--- src/rtl/sccRegPkg.sv ---
package sccRegPkg;
  localparam int BYTE_W    = 8;
  localparam int NUM_CH    = 2;
  localparam int NUM_REG   = 16;
  localparam int PTR_W     = 3;
  localparam int IDX_W     = PTR_W + 1;
  localparam int FS_W      = 19;
  localparam int VSTAT_W   = 3;
  localparam logic [2:0] POINT_HI_CODE = 3'b001;
  localparam int PRIME_BIT = 0;
  localparam int FSMODE_BIT = 2;

  typedef enum logic [3:0] {
    SRC_ZERO, SRC_RXBUF, SRC_RR0, SRC_RR1, SRC_VEC, SRC_IP,
    SRC_RR10, SRC_TCLO, SRC_TCHI, SRC_WR15, SRC_FSLO, SRC_FSHI
  } rdSrcE;

  typedef struct packed {
    logic             wrEn;
    logic             chan;
    logic [IDX_W-1:0] wrIdx;
    logic             toPrime;
    rdSrcE            rdSrc;
  } accStrobeT;
endpackage

--- src/rtl/sccAccessCtrl.sv ---
module sccAccessCtrl
  import sccRegPkg::*;
(
  input  logic                  clk,
  input  logic                  rstN,
  input  logic                  busSel,
  input  logic                  busWr,
  input  logic                  dataSel,
  input  logic                  chanB,
  input  logic [BYTE_W-1:0]     wrData,
  input  logic [NUM_CH-1:0]     primeEn,
  input  logic [NUM_CH-1:0]     fsEn,
  output accStrobeT             strobe,
  output logic [NUM_CH-1:0]     txWrStb,
  output logic [NUM_CH-1:0]     rxRdStb,
  output logic [NUM_CH-1:0]     fsPop
);
  logic [NUM_CH-1:0][PTR_W-1:0] ptr;
  logic [NUM_CH-1:0]            ptHi;
  logic [IDX_W-1:0]             regNum;
  logic                         ctlAcc;
  logic [1:0]                   unusedBits;

  assign unusedBits = wrData[7:6];
  assign regNum = {ptHi[chanB], ptr[chanB]};
  assign ctlAcc = busSel && !dataSel;

  always_comb begin
    strobe         = '0;
    strobe.chan    = chanB;
    strobe.wrIdx   = regNum;
    strobe.rdSrc   = SRC_ZERO;
    txWrStb        = '0;
    rxRdStb        = '0;
    fsPop          = '0;
    if (busSel && dataSel) begin
      if (busWr) txWrStb[chanB] = 1'b1;
      else begin
        rxRdStb[chanB] = 1'b1;
        strobe.rdSrc   = SRC_RXBUF;
      end
    end else if (ctlAcc && busWr) begin
      if (regNum == 4'd8) txWrStb[chanB] = 1'b1;
      else if (regNum != '0) begin
        strobe.wrEn    = 1'b1;
        strobe.toPrime = (regNum == 4'd7) && primeEn[chanB];
      end
    end else if (ctlAcc) begin
      case (regNum)
        4'd0, 4'd4:   strobe.rdSrc = SRC_RR0;
        4'd1, 4'd5:   strobe.rdSrc = SRC_RR1;
        4'd2:         strobe.rdSrc = SRC_VEC;
        4'd3:         strobe.rdSrc = SRC_IP;
        4'd6:         strobe.rdSrc = fsEn[chanB] ? SRC_FSLO : SRC_VEC;
        4'd7: begin
          if (fsEn[chanB]) begin
            strobe.rdSrc  = SRC_FSHI;
            fsPop[chanB]  = 1'b1;
          end else strobe.rdSrc = SRC_IP;
        end
        4'd8: begin
          strobe.rdSrc   = SRC_RXBUF;
          rxRdStb[chanB] = 1'b1;
        end
        4'd10, 4'd14: strobe.rdSrc = SRC_RR10;
        4'd11, 4'd15: strobe.rdSrc = SRC_WR15;
        4'd12:        strobe.rdSrc = SRC_TCLO;
        4'd13:        strobe.rdSrc = SRC_TCHI;
        default:      strobe.rdSrc = SRC_ZERO;
      endcase
    end
  end

  always_ff @(posedge clk or negedge rstN) begin
    if (!rstN) begin
      ptr  <= '0;
      ptHi <= '0;
    end else if (ctlAcc) begin
      if (regNum == '0) begin
        if (busWr) begin
          ptr[chanB]  <= wrData[PTR_W-1:0];
          ptHi[chanB] <= (wrData[5:3] == POINT_HI_CODE);
        end
      end else begin
        ptr[chanB]  <= '0;
        ptHi[chanB] <= 1'b0;
      end
    end
  end

  // a data access never moves either pointer
  p_data_keeps_ptr_r1: assert property (@(posedge clk) disable iff (!rstN)
    (busSel && dataSel) |=> ($stable(ptr) && $stable(ptHi)));

  // at most one buffer side effect per cycle
  p_one_side_effect_r5: assert property (@(posedge clk) disable iff (!rstN)
    $onehot0({txWrStb, rxRdStb, fsPop}));

  for (genvar c = 0; c < NUM_CH; c++) begin : g_ptrChk
    // pointer falls back after a non-zero register access
    p_ptr_clear_r11: assert property (@(posedge clk) disable iff (!rstN)
      (ctlAcc && chanB == 1'(c) && {ptHi[c], ptr[c]} != '0)
      |=> (ptr[c] == '0 && !ptHi[c]));
    // WR0 write loads the pointer bits
    p_wr0_load_r2: assert property (@(posedge clk) disable iff (!rstN)
      (ctlAcc && busWr && chanB == 1'(c) && {ptHi[c], ptr[c]} == '0)
      |=> (ptr[c] == $past(wrData[PTR_W-1:0])));
  end
endmodule

--- src/rtl/sccRegDatapath.sv ---
module sccRegDatapath
  import sccRegPkg::*;
(
  input  logic                                    clk,
  input  logic                                    rstN,
  input  accStrobeT                               strobe,
  input  logic [BYTE_W-1:0]                       wrData,
  input  logic [NUM_CH-1:0][BYTE_W-1:0]           rxData,
  input  logic [NUM_CH-1:0][BYTE_W-1:0]           rr0Stat,
  input  logic [NUM_CH-1:0][BYTE_W-1:0]           rr1Stat,
  input  logic [NUM_CH-1:0][BYTE_W-1:0]           rr10Stat,
  input  logic [BYTE_W-1:0]                       ipBits,
  input  logic [VSTAT_W-1:0]                      vecStat,
  input  logic [NUM_CH-1:0][FS_W-1:0]             fsWord,
  output logic [BYTE_W-1:0]                       rdData,
  output logic [NUM_CH-1:0][NUM_REG-1:0][BYTE_W-1:0] cfgRegs,
  output logic [NUM_CH-1:0][BYTE_W-1:0]           wr7Prime,
  output logic [NUM_CH-1:0]                       primeEn,
  output logic [NUM_CH-1:0]                       fsEn
);
  logic [BYTE_W-1:0] vecReg;
  logic [BYTE_W-1:0] icReg;
  logic              ch;
  logic [NUM_CH-1:0][2:0] unusedFs;

  always_ff @(posedge clk or negedge rstN) begin
    if (!rstN) begin
      vecReg <= '0;
      icReg  <= '0;
    end else if (strobe.wrEn) begin
      if (strobe.wrIdx == 4'd2) vecReg <= wrData;
      if (strobe.wrIdx == 4'd9) icReg  <= wrData;
    end
  end

  for (genvar c = 0; c < NUM_CH; c++) begin : g_ch
    for (genvar r = 0; r < NUM_REG; r++) begin : g_reg
      if (r == 0 || r == 8) begin : g_none
        assign cfgRegs[c][r] = '0;
      end else if (r == 2) begin : g_vec
        assign cfgRegs[c][r] = vecReg;
      end else if (r == 9) begin : g_ic
        assign cfgRegs[c][r] = icReg;
      end else begin : g_own
        logic [BYTE_W-1:0] q;
        always_ff @(posedge clk or negedge rstN) begin
          if (!rstN) q <= '0;
          else if (strobe.wrEn && strobe.chan == 1'(c) &&
                   strobe.wrIdx == IDX_W'(r) && !strobe.toPrime)
            q <= wrData;
        end
        assign cfgRegs[c][r] = q;
      end
    end

    always_ff @(posedge clk or negedge rstN) begin
      if (!rstN) wr7Prime[c] <= '0;
      else if (strobe.wrEn && strobe.toPrime && strobe.chan == 1'(c))
        wr7Prime[c] <= wrData;
    end

    assign primeEn[c]  = cfgRegs[c][15][PRIME_BIT];
    assign fsEn[c]     = cfgRegs[c][15][FSMODE_BIT];
    assign unusedFs[c] = fsWord[c][15:13];

    // redirected write leaves WR7 alone and fills the hidden copy
    p_prime_keeps_wr7_r7: assert property (@(posedge clk) disable iff (!rstN)
      (strobe.wrEn && strobe.toPrime && strobe.chan == 1'(c))
      |=> ($stable(cfgRegs[c][7]) && wr7Prime[c] == $past(wrData)));
  end

  assign ch = strobe.chan;

  always_comb begin
    case (strobe.rdSrc)
      SRC_RXBUF: rdData = rxData[ch];
      SRC_RR0:   rdData = rr0Stat[ch];
      SRC_RR1:   rdData = rr1Stat[ch];
      SRC_VEC:   rdData = ch ? {vecReg[7:4], vecStat, vecReg[0]} : vecReg;
      SRC_IP:    rdData = ch ? '0 : ipBits;
      SRC_RR10:  rdData = rr10Stat[ch];
      SRC_TCLO:  rdData = cfgRegs[ch][12];
      SRC_TCHI:  rdData = cfgRegs[ch][13];
      SRC_WR15:  rdData = cfgRegs[ch][15];
      SRC_FSLO:  rdData = fsWord[ch][7:0];
      SRC_FSHI:  rdData = {fsWord[ch][18:16], fsWord[ch][12:8]};
      default:   rdData = '0;
    endcase
  end

  // shared copies follow writes from either channel
  p_shared_vec_r8: assert property (@(posedge clk) disable iff (!rstN)
    (strobe.wrEn && strobe.wrIdx == 4'd2)
    |=> (cfgRegs[0][2] == $past(wrData) && cfgRegs[1][2] == $past(wrData)));
  p_shared_ic_r8: assert property (@(posedge clk) disable iff (!rstN)
    (strobe.wrEn && strobe.wrIdx == 4'd9)
    |=> (cfgRegs[0][9] == $past(wrData) && cfgRegs[1][9] == $past(wrData)));
endmodule

--- src/rtl/sccRegAccess.sv ---
module sccRegAccess
  import sccRegPkg::*;
(
  input  logic                                        clk,
  input  logic                                        rstN,
  input  logic                                        busSel,
  input  logic                                        busWr,
  input  logic                                        dataSel,
  input  logic                                        chanB,
  input  logic [BYTE_W-1:0]                           wrData,
  input  logic [NUM_CH-1:0][BYTE_W-1:0]               rxData,
  input  logic [NUM_CH-1:0][BYTE_W-1:0]               rr0Stat,
  input  logic [NUM_CH-1:0][BYTE_W-1:0]               rr1Stat,
  input  logic [NUM_CH-1:0][BYTE_W-1:0]               rr10Stat,
  input  logic [BYTE_W-1:0]                           ipBits,
  input  logic [VSTAT_W-1:0]                          vecStat,
  input  logic [NUM_CH-1:0][FS_W-1:0]                 fsWord,
  output logic [BYTE_W-1:0]                           rdData,
  output logic [NUM_CH-1:0]                           txWrStb,
  output logic [NUM_CH-1:0]                           rxRdStb,
  output logic [NUM_CH-1:0]                           fsPop,
  output logic [NUM_CH-1:0][NUM_REG-1:0][BYTE_W-1:0]  cfgRegs,
  output logic [NUM_CH-1:0][BYTE_W-1:0]               wr7Prime
);
  accStrobeT         strobe;
  logic [NUM_CH-1:0] primeEn;
  logic [NUM_CH-1:0] fsEn;

  sccAccessCtrl i_ctrl (
    .clk     (clk),
    .rstN    (rstN),
    .busSel  (busSel),
    .busWr   (busWr),
    .dataSel (dataSel),
    .chanB   (chanB),
    .wrData  (wrData),
    .primeEn (primeEn),
    .fsEn    (fsEn),
    .strobe  (strobe),
    .txWrStb (txWrStb),
    .rxRdStb (rxRdStb),
    .fsPop   (fsPop)
  );

  sccRegDatapath i_dpath (
    .clk      (clk),
    .rstN     (rstN),
    .strobe   (strobe),
    .wrData   (wrData),
    .rxData   (rxData),
    .rr0Stat  (rr0Stat),
    .rr1Stat  (rr1Stat),
    .rr10Stat (rr10Stat),
    .ipBits   (ipBits),
    .vecStat  (vecStat),
    .fsWord   (fsWord),
    .rdData   (rdData),
    .cfgRegs  (cfgRegs),
    .wr7Prime (wr7Prime),
    .primeEn  (primeEn),
    .fsEn     (fsEn)
  );
endmodule

--- config.mk ---
export PLATFORM = sky130hd
export DESIGN_NAME = sccRegAccess
export DESIGN_NICKNAME = d
export VERILOG_FILES = /design/src/rtl/sccRegPkg.sv /design/src/rtl/sccAccessCtrl.sv /design/src/rtl/sccRegDatapath.sv /design/src/rtl/sccRegAccess.sv
export SDC_FILE = /design/constraint.sdc
export NUM_CORES = 1
export LEC_CHECK = 0
export BUFFER_PORTS_ARGS = -buffer_cell sky130_fd_sc_hd__buf_2
export CORE_UTILIZATION = 45
export DETAILED_ROUTE_END_ITERATION = 10
export PLACE_DENSITY = 0.72
export SLEW_MARGIN = 10
export SYNTH_ARGS = -nofsm -noshare
export SYNTH_HDL_FRONTEND = slang
export SYNTH_SLANG_ARGS = --single-unit
--- constraint.sdc ---
create_clock -name clk -period 6.05 [get_ports clk]
set_input_delay 0.9075 -clock clk [delete_from_list [all_inputs] [get_ports clk]]
set_output_delay 0.9075 -clock clk [all_outputs]
set_load 0.01 [all_outputs]
After elaboration in Yosys (flattened, before gate mapping)
Cells that the tools add are included.
{"block": "word_totals", "input_bits": 127, "wordCells": 196, "out_inout_bits": 286, "regBits": 232}
{"block": "classes", "n_eq_ne": 28, "n_reduce_logical": 69, "order_cmp": 2, "mux": 61, "n_bitwise": 5}
{"op": "$mux W128", "count": 2}
{"op": "$pmux W8 S11", "count": 1}
{"op": "$mux W8", "count": 9}
{"op": "$logic_and A1 B1 Y1", "count": 58}
{"op": "$eq A4 B4 Y1 const B", "count": 12}
{"op": "$pmux W4 S11", "count": 1}
{"op": "$mux W19", "count": 2}
{"op": "$eq A4 B3 Y1 const B", "count": 8}
{"op": "$mux W2", "count": 15}
{"op": "$mux W4", "count": 6}
{"op": "$eq A4 B2 Y1 const B", "count": 4}
{"op": "$mux W1", "count": 16}
{"op": "$mux W6", "count": 2}
{"op": "$mux W3", "count": 3}
{"op": "$eq A4 B1 Y1 const B", "count": 2}
{"op": "$reduce_or A2 Y1", "count": 4}
{"op": "$and A6 B6 Y6", "count": 1}
{"op": "$bwmux W6", "count": 1}
{"op": "$not A6 Y6", "count": 1}
{"op": "$reduce_and A2 Y1", "count": 3}
{"op": "$logic_not A4 Y1", "count": 1}
{"op": "$reduce_bool A4 Y1", "count": 1}
{"op": "$demux W3 S1", "count": 1}
{"op": "$eq A3 B1 Y1 const B", "count": 1}
{"op": "9 further kinds", "count": 10}

Longest topological paths before layout
{"block": "logic_depth", "ltp_word": 10, "depth_mapped": 10, "depth_no_buf": 6}

Modules after synthesis
Synthesis repeated with hierarchy kept, for this count alone.
{"block": "unflattened", "hier_cells": 834, "hier_area_um2": 11076.9}
{"mod": "sccRegDatapath", "n_inst": 1, "area_each_um2": 10373.7, "cells_per_inst": 758}
{"mod": "sccAccessCtrl", "n_inst": 1, "area_each_um2": 703.2, "cells_per_inst": 76}

Worst setup path after synthesis
No wires, ideal clock.
{"block": "synth_path", "path_kind": "input-to-output", "startpoint": "input port chanB", "endpoint": "output port rdData[4]", "slack_ns": 2.583, "n_path_buf": 2, "cell_stages": 8, "arrival_ns": 2.559, "cell_sequence": "buf_6 buf_6 nor2b_4 a211oi_4 nor2_2 a211o_1 a2111oi_2 o221ai_1"}
{"block": "synth_between", "elab_chain_len": 10, "word_cells_on_any_way": 56}
{"item": "start, declared", "line_no": "sccRegAccess.sv:9", "rtl": "input logic chanB,"}
{"item": "$mux W3 (implied by the code) or $mux W1 (tied branches) (2 in series)", "line_no": "sccAccessCtrl.sv:25", "rtl": "assign regNum = {ptHi[chanB], ptr[chanB]};"}
{"item": "$eq A4 B4 Y1 (tied with other cells)", "line_no": "sccAccessCtrl.sv:49", "rtl": "case (regNum)"}
{"item": "$reduce_or A2 Y1", "line_no": "sccAccessCtrl.sv:49"}
{"item": "$pmux W4 S11", "line_no": "sccAccessCtrl.sv:49"}
{"item": "$mux W4", "line_no": "sccAccessCtrl.sv:48", "rtl": "end else if (ctlAcc) begin"}
{"item": "$mux W4", "line_no": "sccAccessCtrl.sv:42", "rtl": "end else if (ctlAcc && busWr) begin"}
{"item": "$mux W4", "line_no": "sccAccessCtrl.sv:36", "rtl": "if (busSel && dataSel) begin"}
{"item": "$eq A4 B4 Y1 (tied with other cells)", "line_no": "sccRegDatapath.sv:75", "rtl": "case (strobe.rdSrc)"}
{"item": "$pmux W8 S11 *", "line_no": "sccRegDatapath.sv:75"}
{"item": "end, declared", "line_no": "sccRegAccess.sv:18", "rtl": "output logic [BYTE_W-1:0] rdData,"}
Every way passes the cells marked *; elsewhere a longest branch is shown, timed or not. The select of a mux whose other input is x is not followed.

Worst setup path in the final report
Same ends and word-level chain as after synthesis.

==> results <==
- The initial core utilization is 0.461.
- The top-level I/O count is approximately 410.
- The worst slack after detailed placement is 1.30 ns.
- The antenna violation net count after detailed routing is 0.
- STA classifies the critical path startpoint as an input pin.
- The number of endpoints failing setup at the final stage is 0.
- The number of violations of the max-capacitance limit is 0.
- The ratio of final minimum period to clock period is 0.781.
- In this run the deepest clock path goes through 3 buffers.
- For this design the ratio of total power to cell area is 303 nW/um^2.
- The clock network latency to the later pin of the worst-skew pair is roughly 0.54 ns.
- The share of total power dissipated in combinational logic is 0.192.
- The endpoint required time on the critical path is 5.14 ns.
- By area the synthesized netlist is led by dfrtp_1, mux2_2, mux2i_1, buf_4, a21oi_1.
- In the post-synthesis netlist, the cell with the most instances is mux2_2.
- The flop and latch count out of synthesis is approximately 230.
- Cell internal power was estimated by the tool at roughly 3 mW.
- Setup repair after global routing left no endpoint under its margin.
- The first detailed-routing pass ran for 5 iterations.
- The initial antenna violation count is 2.
- Measured against its own limit, the worst slew margin works out to 0.343.
- The violation count after the first detailed-route iteration is 670.
- The weighted congestion at the end of routability-driven global placement is 0.910.
- In the post-route analysis, the smallest setup slack over all paths is about 1.3 ns.
- Of the total power, the share spent switching nets is 0.301.
- The worst supply voltage drop on vdd is 0.000233 V.
- CTS built an H-tree with a depth of 1.
- The Yosys warning count is 0.
- The cell area after technology mapping is 11300 sq um.
- The floorplan step defined a die boundary enclosing 25700 sq um.
- For this design, the sink count on the clock tree is 232.
- By count the netlist is led by mux2_2, dfrtp_1, buf_4.
- The post-CTS setup buffer count is 0.
- In the global route stage, overall resource usage came out at 0.286.
- Using the TritonRoute via totals, the vias-per-cell ratio works out to 5.49.
- The overall power consumption is 4.22 mW.
- The part of the total power dissipated in the clock network is 0.373.
- At the pin with the least slew margin, the transition time is between 0.9 and 1 ns.
- Once detailed placement completed, the half-perimeter wirelength came to 25.9 mm.
- The maximum fanout count along the critical path is 48.
- The number of different library cells used by synthesis comes to 71.
- The clock edge transition at the registers on the reported setup and hold paths is 0.06 ns.
- The final route contains 8435 vias.
- The cell at the root of the clock tree is clkbuf_16.
- Of the cells placed in the final design, the portion with a size suffix greater than 1 is 0.581.
- Global routing finished with a remaining overflow of 0.
- STA classifies the critical path endpoint as an output port.
- On the final layout, the worst clock skew is 0.0176 ns.
- By startpoint and endpoint, the worst setup path is classified as input pin to output port.
- The number of pins with negative max-slew slack in the final report came to 0.
- Yosys mapped a number of flops with a built-in enable equal to 0.
- Of the total power, registers draw 0.435.
- The synthesis-to-layout area growth is 23.6%.
- In the synthesized netlist the async set-or-reset flop fraction comes to 1.00.
- The min-delay analysis places its worst path in the category input pin to asynchronous set/reset pin.
- The synthesized area per cell is 13.1 sq um.
- In this run the standard cell core region covers 24500 sq um.
- In the routed design, unresolved DRC markers number 0.
- The floorplan step set the die width to ~160 um.
- The first-pass GRT wire length is 55.0 mm.
- The number of buffer cells added on primary ports is between 300 and 400.
- The CTS tree is built.
- The net switching power figure is 1.27 mW.
- The largest net degree at the start of global routing is 127.
- The floorplan row count is 57.
- The number of resized instances in the post-cts repair step is 0.
- In the synthesized netlist, the number of instances is 858.
- The via count of the first global-routing pass is 8816.
- The total count of hold-check failures in the final report is 0.
- The analysis attributes to cell leakage a power of 7.65 nW.
- The floorplan step set the die height to 160 um.
- dfrtp_1 takes more of the synthesized area than any other cell.
- The most used flip-flop cell after synthesis is dfrtp_1.
- The mean routed wirelength per cell is 23.9 um.
- The number of fillers in the final layout is ~2100.
- The final layout contains routed wiring with a total length of 36.7 mm.
- The run finished with clean final reports.
- Derived from the worst setup path, the maximum achievable clock frequency is around 210 MHz.
- The smallest clock period supported by the final layout is computed as 4.73 ns.
- The number of buffers inserted during clock tree synthesis is 26.
- The proportion of netlist area held by the largest area contributor is 0.515.
- The share of the yosys chip area belonging to registers is 0.515.
- For this run, the post-layout net count is between 1000 and 1500.
- The total negative slack is 0 ns.
- The cts-stage hold buffer count is 0.
- For the worst setup path, the data arrival time is 3.82 ns.
## per-layer routing
metal,part of all wire,wire (um),vias up,GRT usage
met4,0.034,1260,0,0.106
met5,0,0,-,0
met3,0.081,2970,76,0.0752
met2,0.49,18100,377,0.494
met1,0.39,14300,4274,0.342
li1,-,-,3708,-
## area by class of cell
type                    count  area, sq um  share of cell area
diodes                      2         5.00            0.000359
well taps                 324          405              0.0291
multi-input cells         548         4930               0.354
clock inverters            13          109             0.00781
repair buffers            379         1920               0.138
flip-flops and latches    232         5810               0.416
inverters                   4         15.0             0.00108
clock buffers              35          746              0.0535
## critical path: stages
cell       delay (ns)
buf_4            0.44
or4bb_1          0.52
o21ai_0          0.11
o31a_2           0.62
and3b_1          0.28
a2111oi_2        0.48
o221ai_1         0.24
buf_2            0.19
## power groups by stage
stage               sequential (mW)  combinational [mW]  clock [mW]
floorplan                      1.87               0.456           0
global placement               1.85               0.804           0
detailed placement             1.86               0.813           0
CTS                            1.83               0.815        1.59
global route                   1.85               0.877        1.65
finish                         1.83               0.811        1.57
## flip-flops by register name, indices dropped and copies added (netlist names)
signal                  count
i_ctrl.ptHi                 2
i_dpath.g_ch.g.g_own.q    192
i_dpath.icReg               8
i_dpath.vecReg              8
i_dpath.wr7Prime           16
i_ctrl.ptr                  6
## logic make-up after synthesis
kind of cell / synth area share
other: 0.000332
AND/OR/NAND/NOR: 0.0760
AO/OA/AOI/OAI: 0.0639
flip-flops: 0.515
buffers and inverters: 0.0583
multiplexers: 0.287
## worst paths after layout
check                                                    startpoint                                   end  slack, ns  cells after the start
worst min register to register  i_dpath.g_ch[0].g_reg[6].g_own.q[5]   i_dpath.g_ch[0].g_reg[6].g_own.q[5]       0.50                      1
worst max-delay path                                          chanB                             rdData[4]       1.32                      8
worst min-delay path                                           rstN   i_dpath.g_ch[1].g_reg[6].g_own.q[7]       0.48                      1
min in group clk                i_dpath.g_ch[0].g_reg[6].g_own.q[5]   i_dpath.g_ch[0].g_reg[6].g_own.q[5]       0.50                      1
max in group asynchronous                                      rstN  i_dpath.g_ch[0].g_reg[13].g_own.q[1]       4.24                      2
worst max register to register                        i_ctrl.ptr[3]   i_dpath.g_ch[1].g_reg[3].g_own.q[7]       3.11                      5
## through the flow
step	std cells	hold WS (ns)	instance area, sq um	utilization
global placement	1487	0.483	13100	0.535
global route	1537	0.506	13900	0.570
detailed placement	1487	0.487	13100	0.535
CTS	1535	0.500	13900	0.570
finish	1537	0.483	13900	0.570
floorplan	889	0.534	11400	-
## cells in the final DEF (no fill, tap or decap), drive strengths merged, types with 3 or more instances in the layout
master,n
nor4,7
dfrtp,232
mux2i,41
nor2b,16
o22ai,4
a2111oi,3
clkinvlp,3
clkbuf,35
nor2,22
nor4b,3
or3,3
and3b,4
a22oi,8
inv,5
nand2b,9
nor3b,9
nand2,26
a21oi,22
nor3,11
a221oi,6
a211o,6
clkinv,8
o21ai,11
buf,379
a211oi,16
conb,32
mux2,247
nand3,7
No activity file was read; power rests on OpenSTA's default activity.
